$ cat config.mk
export PLATFORM = sky130hd
export DESIGN_NAME = exc_precise_pipe
export DESIGN_NICKNAME = d
export VERILOG_FILES = /design/src/rtl/exc_pkg.sv /design/src/rtl/exc_stage_reg.sv /design/src/rtl/exc_lowbit_enc.sv /design/src/rtl/exc_fetch_pc.sv /design/src/rtl/exc_precise_pipe.sv
export SDC_FILE = /design/constraint.sdc
export NUM_CORES = 1
export LEC_CHECK = 0
export CORE_ASPECT_RATIO = 0.6
export CORE_MARGIN = 2
export CORE_UTILIZATION = 57
export DETAILED_ROUTE_END_ITERATION = 8
export PLACE_DENSITY_LB_ADDON = 0.25
export SETUP_SLACK_MARGIN = 0.05
export SLEW_MARGIN = 20
export SYNTH_ARGS = -nofsm -noshare
export SYNTH_HDL_FRONTEND = slang
export SYNTH_SLANG_ARGS = --single-unit
export TNS_END_PERCENT = 5
$ cat constraint.sdc
create_clock -name clk -period 3.4 [get_ports clk]
set_input_delay 1.02 -clock clk [delete_from_list [all_inputs] [get_ports clk]]
set_output_delay 1.02 -clock clk [all_outputs]
set_load 0.005 [all_outputs]
$ cat src/rtl/exc_pkg.sv
// Package: shared constants for the precise exception tracker.
// Assumes a fixed 8-bit fault record with one bit per cause.
package exc_pkg;
    localparam int CAUSE_W   = 8;
    localparam int CODE_W    = $clog2(CAUSE_W);
    localparam int NUM_REG   = 4;   // decode, execute, memory, retire registers

    // Record bit positions; lower index wins when several are set.
    localparam int B_IF_PAGE   = 0;
    localparam int B_IF_ALIGN  = 1;
    localparam int B_IF_PROT   = 2;
    localparam int B_ID_ILL    = 3;
    localparam int B_EX_ARITH  = 4;
    localparam int B_MEM_PAGE  = 5;
    localparam int B_MEM_ALIGN = 6;
    localparam int B_MEM_PROT  = 7;

    typedef logic [CAUSE_W-1:0] cause_vec_t;
endpackage

$ cat src/rtl/exc_stage_reg.sv
// Module: one pipeline register holding valid, PC and fault record.
// Merges the faults of the stage it is fed from; empty slots stay clean.
// Assumes flush has priority over any incoming instruction.
module exc_stage_reg
    import exc_pkg::*;
#(
    parameter int PC_W = 32
) (
    input  logic            clk,
    input  logic            rst_n,
    input  logic            flush,
    input  logic            in_valid,
    input  logic [PC_W-1:0] in_pc,
    input  cause_vec_t      in_status,
    input  cause_vec_t      inject,
    output logic            out_valid,
    output logic [PC_W-1:0] out_pc,
    output cause_vec_t      out_status
);

    // Purpose: advance one slot, OR in this stage's faults, drop on flush.
    always_ff @(posedge clk) begin
        if (!rst_n) begin
            out_valid  <= 1'b0;
            out_pc     <= '0;
            out_status <= '0;
        end else if (flush) begin
            out_valid  <= 1'b0;
            out_status <= '0;
        end else begin
            out_valid  <= in_valid;
            out_pc     <= in_pc;
            out_status <= in_valid ? (in_status | inject) : '0;
        end
    end

    AST_BUBBLE_CLEAN: assert property (@(posedge clk) disable iff (!rst_n)
        !out_valid |-> (out_status == '0));
    AST_FLUSH_DROPS: assert property (@(posedge clk) disable iff (!rst_n)
        flush |=> !out_valid);
    AST_RECORD_STICKY: assert property (@(posedge clk) disable iff (!rst_n)
        (!flush && in_valid) |=> ((out_status & $past(in_status)) == $past(in_status)));

endmodule

$ cat src/rtl/exc_lowbit_enc.sv
// Module: lowest-set-bit encoder for the fault record.
// Assumes code is meaningless when any is low.
module exc_lowbit_enc #(
    parameter int W   = 8,
    localparam int CW = (W > 1) ? $clog2(W) : 1
) (
    input  logic [W-1:0]  vec,
    output logic [CW-1:0] code,
    output logic          any
);

    // Purpose: scan from the top so the lowest set index is left last.
    always_comb begin
        code = '0;
        for (int i = W - 1; i >= 0; i--) begin
            if (vec[i]) code = CW'(i);
        end
        any = |vec;
    end

    // Purpose: the chosen bit is set and nothing below it is.
    always_comb begin
        if (any) begin
            AST_CODE_LOWEST: assert (vec[code] && ((vec & ((W'(1) << code) - W'(1))) == '0));
        end
    end

endmodule

$ cat src/rtl/exc_fetch_pc.sv
// Module: fetch address register.
// Steps by 4 per accepted fetch; a redirect overrides the step.
module exc_fetch_pc #(
    parameter int              PC_W     = 32,
    parameter logic [PC_W-1:0] RESET_PC = 32'h0000_1000
) (
    input  logic            clk,
    input  logic            rst_n,
    input  logic            advance,
    input  logic            redirect,
    input  logic [PC_W-1:0] redirect_pc,
    output logic [PC_W-1:0] pc
);

    localparam logic [PC_W-1:0] STEP = PC_W'(4);

    // Purpose: hold, step or jump the fetch address.
    always_ff @(posedge clk) begin
        if (!rst_n) begin
            pc <= RESET_PC;
        end else if (redirect) begin
            pc <= redirect_pc;
        end else if (advance) begin
            pc <= pc + STEP;
        end
    end

    AST_PC_HOLD: assert property (@(posedge clk) disable iff (!rst_n)
        (!advance && !redirect) |=> $stable(pc));
    AST_PC_STEP: assert property (@(posedge clk) disable iff (!rst_n)
        (advance && !redirect) |=> (pc == $past(pc) + STEP));

endmodule

$ cat src/rtl/exc_precise_pipe.sv
// Module: top of the precise exception tracker.
// Carries a fault record per in-flight instruction, judges it at retire,
// blocks commit, flushes younger work and redirects fetch on a fault.
// Assumes no stalls: every valid slot advances each cycle.
module exc_precise_pipe
    import exc_pkg::*;
#(
    parameter int              PC_W         = 32,
    parameter logic [PC_W-1:0] RESET_PC     = 32'h0000_1000,
    parameter logic [PC_W-1:0] HANDLER_BASE = 32'h0000_0100
) (
    input  logic              clk,
    input  logic              rst_n,
    input  logic              fetch_valid,
    input  logic [2:0]        fetch_cause,
    input  logic              dec_illegal,
    input  logic              exe_arith,
    input  logic [2:0]        mem_cause,
    output logic [PC_W-1:0]   fetch_pc,
    output logic              retire_commit,
    output logic [PC_W-1:0]   retire_pc,
    output logic              trap_take,
    output logic [CODE_W-1:0] trap_code,
    output logic [PC_W-1:0]   trap_pc
);

    logic              slot_v   [0:NUM_REG];
    logic [PC_W-1:0]   slot_pc  [0:NUM_REG];
    cause_vec_t        slot_st  [0:NUM_REG];
    cause_vec_t        inj      [0:NUM_REG-1];
    logic [CODE_W-1:0] code;
    logic              any_fault;
    logic [PC_W-1:0]   vector_pc;

    // Purpose: present the instruction at fetch as slot 0.
    always_comb begin
        slot_v[0]  = fetch_valid;
        slot_pc[0] = fetch_pc;
        slot_st[0] = '0;
    end

    // Purpose: place each stage's fault inputs on their record bits.
    always_comb begin
        for (int k = 0; k < NUM_REG; k++) inj[k] = '0;
        inj[0][B_IF_PROT:B_IF_PAGE]    = fetch_cause;
        inj[1][B_ID_ILL]               = dec_illegal;
        inj[2][B_EX_ARITH]             = exe_arith;
        inj[3][B_MEM_PROT:B_MEM_PAGE]  = mem_cause;
    end

    genvar g;
    generate
        for (g = 0; g < NUM_REG; g++) begin : g_stage
            exc_stage_reg #(.PC_W(PC_W)) u_reg (
                .clk        (clk),
                .rst_n      (rst_n),
                .flush      (trap_take),
                .in_valid   (slot_v[g]),
                .in_pc      (slot_pc[g]),
                .in_status  (slot_st[g]),
                .inject     (inj[g]),
                .out_valid  (slot_v[g+1]),
                .out_pc     (slot_pc[g+1]),
                .out_status (slot_st[g+1])
            );
        end
    endgenerate

    exc_lowbit_enc #(.W(CAUSE_W)) u_enc (
        .vec  (slot_st[NUM_REG]),
        .code (code),
        .any  (any_fault)
    );

    // Purpose: retire decision and handler vector.
    always_comb begin
        retire_commit = slot_v[NUM_REG] && !any_fault;
        trap_take     = slot_v[NUM_REG] && any_fault;
        trap_code     = code;
        retire_pc     = slot_pc[NUM_REG];
        trap_pc       = slot_pc[NUM_REG];
        vector_pc     = HANDLER_BASE + (PC_W'(code) << 2);
    end

    exc_fetch_pc #(.PC_W(PC_W), .RESET_PC(RESET_PC)) u_pc (
        .clk         (clk),
        .rst_n       (rst_n),
        .advance     (fetch_valid),
        .redirect    (trap_take),
        .redirect_pc (vector_pc),
        .pc          (fetch_pc)
    );

    AST_COMMIT_XOR_TRAP: assert property (@(posedge clk) disable iff (!rst_n)
        $onehot0({retire_commit, trap_take}));
    AST_FLUSH_ALL: assert property (@(posedge clk) disable iff (!rst_n)
        trap_take |=> (!slot_v[1] && !slot_v[2] && !slot_v[3] && !slot_v[4]));
    AST_REDIRECT: assert property (@(posedge clk) disable iff (!rst_n)
        trap_take |=> (fetch_pc == HANDLER_BASE + (PC_W'($past(trap_code)) << 2)));
    AST_RETIRE_FOLLOWS: assert property (@(posedge clk) disable iff (!rst_n)
        (!trap_take && slot_v[3]) |=> (slot_v[4] && slot_pc[4] == $past(slot_pc[3])));

endmodule

==> results of run 1 <==
## worst max-delay path, stage by stage (launching register included)
cell	delay [ns]
dfxtp_1	0.34
or4_4	0.57
nor2_1	0.18
clkdlybuf4s50_1	0.53
## final cells by class
type | count | area [µm²]
clock buffer | 19 | 433
sequential | 174 | 3480
multi-input combinational | 529 | 2900
inverter | 5 | 21.3
timing repair buffer | 110 | 1090
clock inverter | 13 | 141
tap | 165 | 206
fill | 953 | 3750
## where the power goes
group	total (W)	leakage, nW	internal, W	switching [W]
logic	0.0000924	1.16	0.0000506	0.0000418
clock network	0.00189	0.285	0.00109	0.000804
registers	0.00206	1.40	0.00205	0.00000946
total	0.00404	2.85	0.00319	0.000855
## synthesized netlist by cell type (3+ instances only)
library cell / number / area, µm²
nor2_1: 11 / 41.3
nand4_1: 8 / 50.1
nand2_1: 252 / 946
nand3_1: 9 / 45.0
clkbuf_1: 18 / 67.6
inv_1: 4 / 15.0
xnor2_1: 4 / 35.0
a21oi_1: 19 / 95.1
a21boi_0: 6 / 45.0
xor2_1: 6 / 52.6
or4_1: 11 / 82.6
and3_1: 7 / 43.8
or3_1: 3 / 18.8
or4_2: 3 / 26.3
o31ai_1: 14 / 105
o21ai_0: 6 / 30.0
buf_2: 4 / 20.0
and2_1: 22 / 138
o211a_1: 3 / 30.0
dfxtp_1: 174 / 3480
a21boi_1: 115 / 863
buf_6: 20 / 225
buf_4: 41 / 308
## metrics by stage
stage	setup slack, ns	utilization [%]	total power [W]	instance area (µm²)	hold WS, ns
global placement	0.534	64.0	0.00219	7700	0.412
CTS	0.344	68.8	0.00407	8270	0.425
detailed placement	0.404	64.0	0.00220	7700	0.410
global route	0.292	68.8	0.00417	8280	0.439
floorplan	1.05	-	0.00217	7040	0.406
finish	0.347	68.8	0.00404	8280	0.425
## kinds of logic (layout without fill, tap and decap cells)
family,after synthesis,after routing,synth area share (%)
and+or+nand+nor,342,342,22.0
DFF,174,174,49.6
AOI/OAI and AO/OA,169,169,17.4
buffers and inverters,90,147,9.37
xor gates and xnor gates,10,10,1.25
adders and majority gates,1,1,0.178
other,1,6,0.0534
muxes,1,1,0.142
## how the worst max path moves through the flow
| stage | cells after the start | end | slack, ns | start |
|---|---|---|---|---|
| global route | 4 | trap_take | 0.29 | g_stage[3].u_reg.out_status[0] |
| finish | 3 | trap_code[2] | 0.35 | g_stage[3].u_reg.out_status[0] |
| CTS | 4 | trap_take | 0.34 | g_stage[3].u_reg.out_status[0] |
| floorplan | 6 | u_pc.pc[22] | 1.05 | fetch_valid |
| global placement | 5 | u_pc.pc[20] | 0.53 | fetch_valid |
| detailed placement | 5 | u_pc.pc[18] | 0.40 | fetch_valid |
## layer usage
| metal | routed length, µm | up-vias | global-route usage [%] | share of wire [%] |
|---|---|---|---|---|
| met2 | 6650 | 132 | 36.7 | 48 |
| met1 | 6240 | 2606 | 26.0 | 45 |
| met5 | 0 | - | 0 | 0 |
| li1 | - | 2686 | - | - |
| met4 | 204 | 0 | 8.33 | 1.5 |
| met3 | 702 | 21 | 4.62 | 5.1 |
## state kept, by name (all words and copies together) (netlist names)
register	cells
g_stage.u_reg.out_valid	4
g_stage.u_reg.out_status	20
g_stage.u_reg.out_pc	120
u_pc.pc	30
==> flow_summary.toml, run 1 <==
[sta]
worstMarginPinSlew_ns = 0.864
relSlewSlack_pct = 42.3
finalWorstPathRequiredPeriod_ns = 3.05
maxSlewViolCount = 0
timing.final.setup_violations = 0
timing_hold_violations_final = 0
finalCritPeriodShare_pct = 89.8
maximum_achievable_frequency_mhz = 328
setup_repair_after_global_routing_missed_its_margin = "no"
timing.setup.tns_ns = 0
fin_skew_ns = 0.00643

[synth]
post_synth_top_flop = "dfxtp_1"
synth_seq_area_share_pct = 49.6
ys_async_sr_fraction_pct = 0
post_synthesis_instance_area_um2 = 7030
yosysWarnings = 0
postSynthCellCount = 788
synth_edf_count = 0
postSynthAreaPerCell_um2 = 8.92
ys_seq_elements = 174
yosys.cell_types.count = 47

[floorplanning]
die_height_um = 90.0
initial_utilization_pct = 58.4
die_w_um = 147
floorplan.die_area_um2 = 13300
rows = 31
ios = 112
core_box_area_um2 = 12000

[power]
p_leak_nw = 2.85
power.density_cell_area_nw_per_um2 = 488
vdd_ir_drop_max_mv = 0.453

[clock_tree]
post_cts_hold_buffer_count = 0
clk_transition_reported_paths_ns = 0.06
cts_resized = 0
cts_root_buf = "clkbuf_16"
clock_insertion_delay_worst_skew_ns = 0.42
post_cts_buffers = 0
cts-htree-levels = 4
cts_tree = "yes"
total_clock_buffers_created_by_cts = 17
cts_max_path_buffers = 2
clock_sink_count = 174

[routing]
avgRoutedWirePerCell_um = 13.6
antenna_violating_nets_post_route = 0
drt-vias-per-instance = 5.36
detailedRoute.firstIterationViolations = 396
drtPass1Iterations = 5
drc_errors = 0
vias = 5445
total_routed_length_um = 13800

[worst_setup_path]
regToRegEndpoint = "u_pc.pc[18]"
critPathKind = "register to output pin"
crit_required_ns = 2.38
register_to_register_setup_slack_ns = 0.53
worst_setup_path_start_kind = "register"
end_kind = "output pin"
cp.arrival_ns = 2.03
cell_depth_of_the_worst_flop_to_flop_path = 5
cp_max_fo = 4
rr_startpoint = "g_stage[3].u_reg.out_status[0]"

[min_path]
hold_path.class = "register to register"
worstHoldEndpoint = "g_stage[1].u_reg.out_status[1]"
hp-start = "g_stage[0].u_reg.out_status[1]"
worstHoldPathCells = 1

[status]
status = "completed"

[finish]
antenna-diode-count = 0
layout.cells.most_common = "nand2_1"
layout.cells.most_common_list = "252 x nand2_1, 174 x dfxtp_1, 115 x a21boi_1"
syn_to_final_growth_pct = 17.8
drive_above_1_share_pct = 6.00
final_cells = 1015
fin_nets = 849

[grt]
largest_net_degree_at_the_start_of_global_routing = 122
number_of_global_route_vias_before_repair = 5115
grt.overflow.total = 0
first_pass_grt_wire_length_um = 23300
antenna_violations_before_repair = 0
grtUsageTotal_pct = 21.2

[place]
globalplace.congestion = 0.815
io_buffer_count = 105
post_detail_place_hpwl_um = 8870
place_inst = 983

[job]
maximum_capacitance_violations = 0
No activity file was read; power rests on OpenSTA's default activity.
==> inputs of run 2 (changes only) <==
--- a/config.mk
+++ b/config.mk
@@ -9,6 +9,7 @@
 export CORE_MARGIN = 2
 export CORE_UTILIZATION = 57
 export DETAILED_ROUTE_END_ITERATION = 8
+export GPL_ROUTABILITY_DRIVEN = 0
 export PLACE_DENSITY_LB_ADDON = 0.25
 export SETUP_SLACK_MARGIN = 0.05
 export SLEW_MARGIN = 20
==> results of run 2 <==
Same layout as run 1: the final DEF is identical, and so are final timing and power.
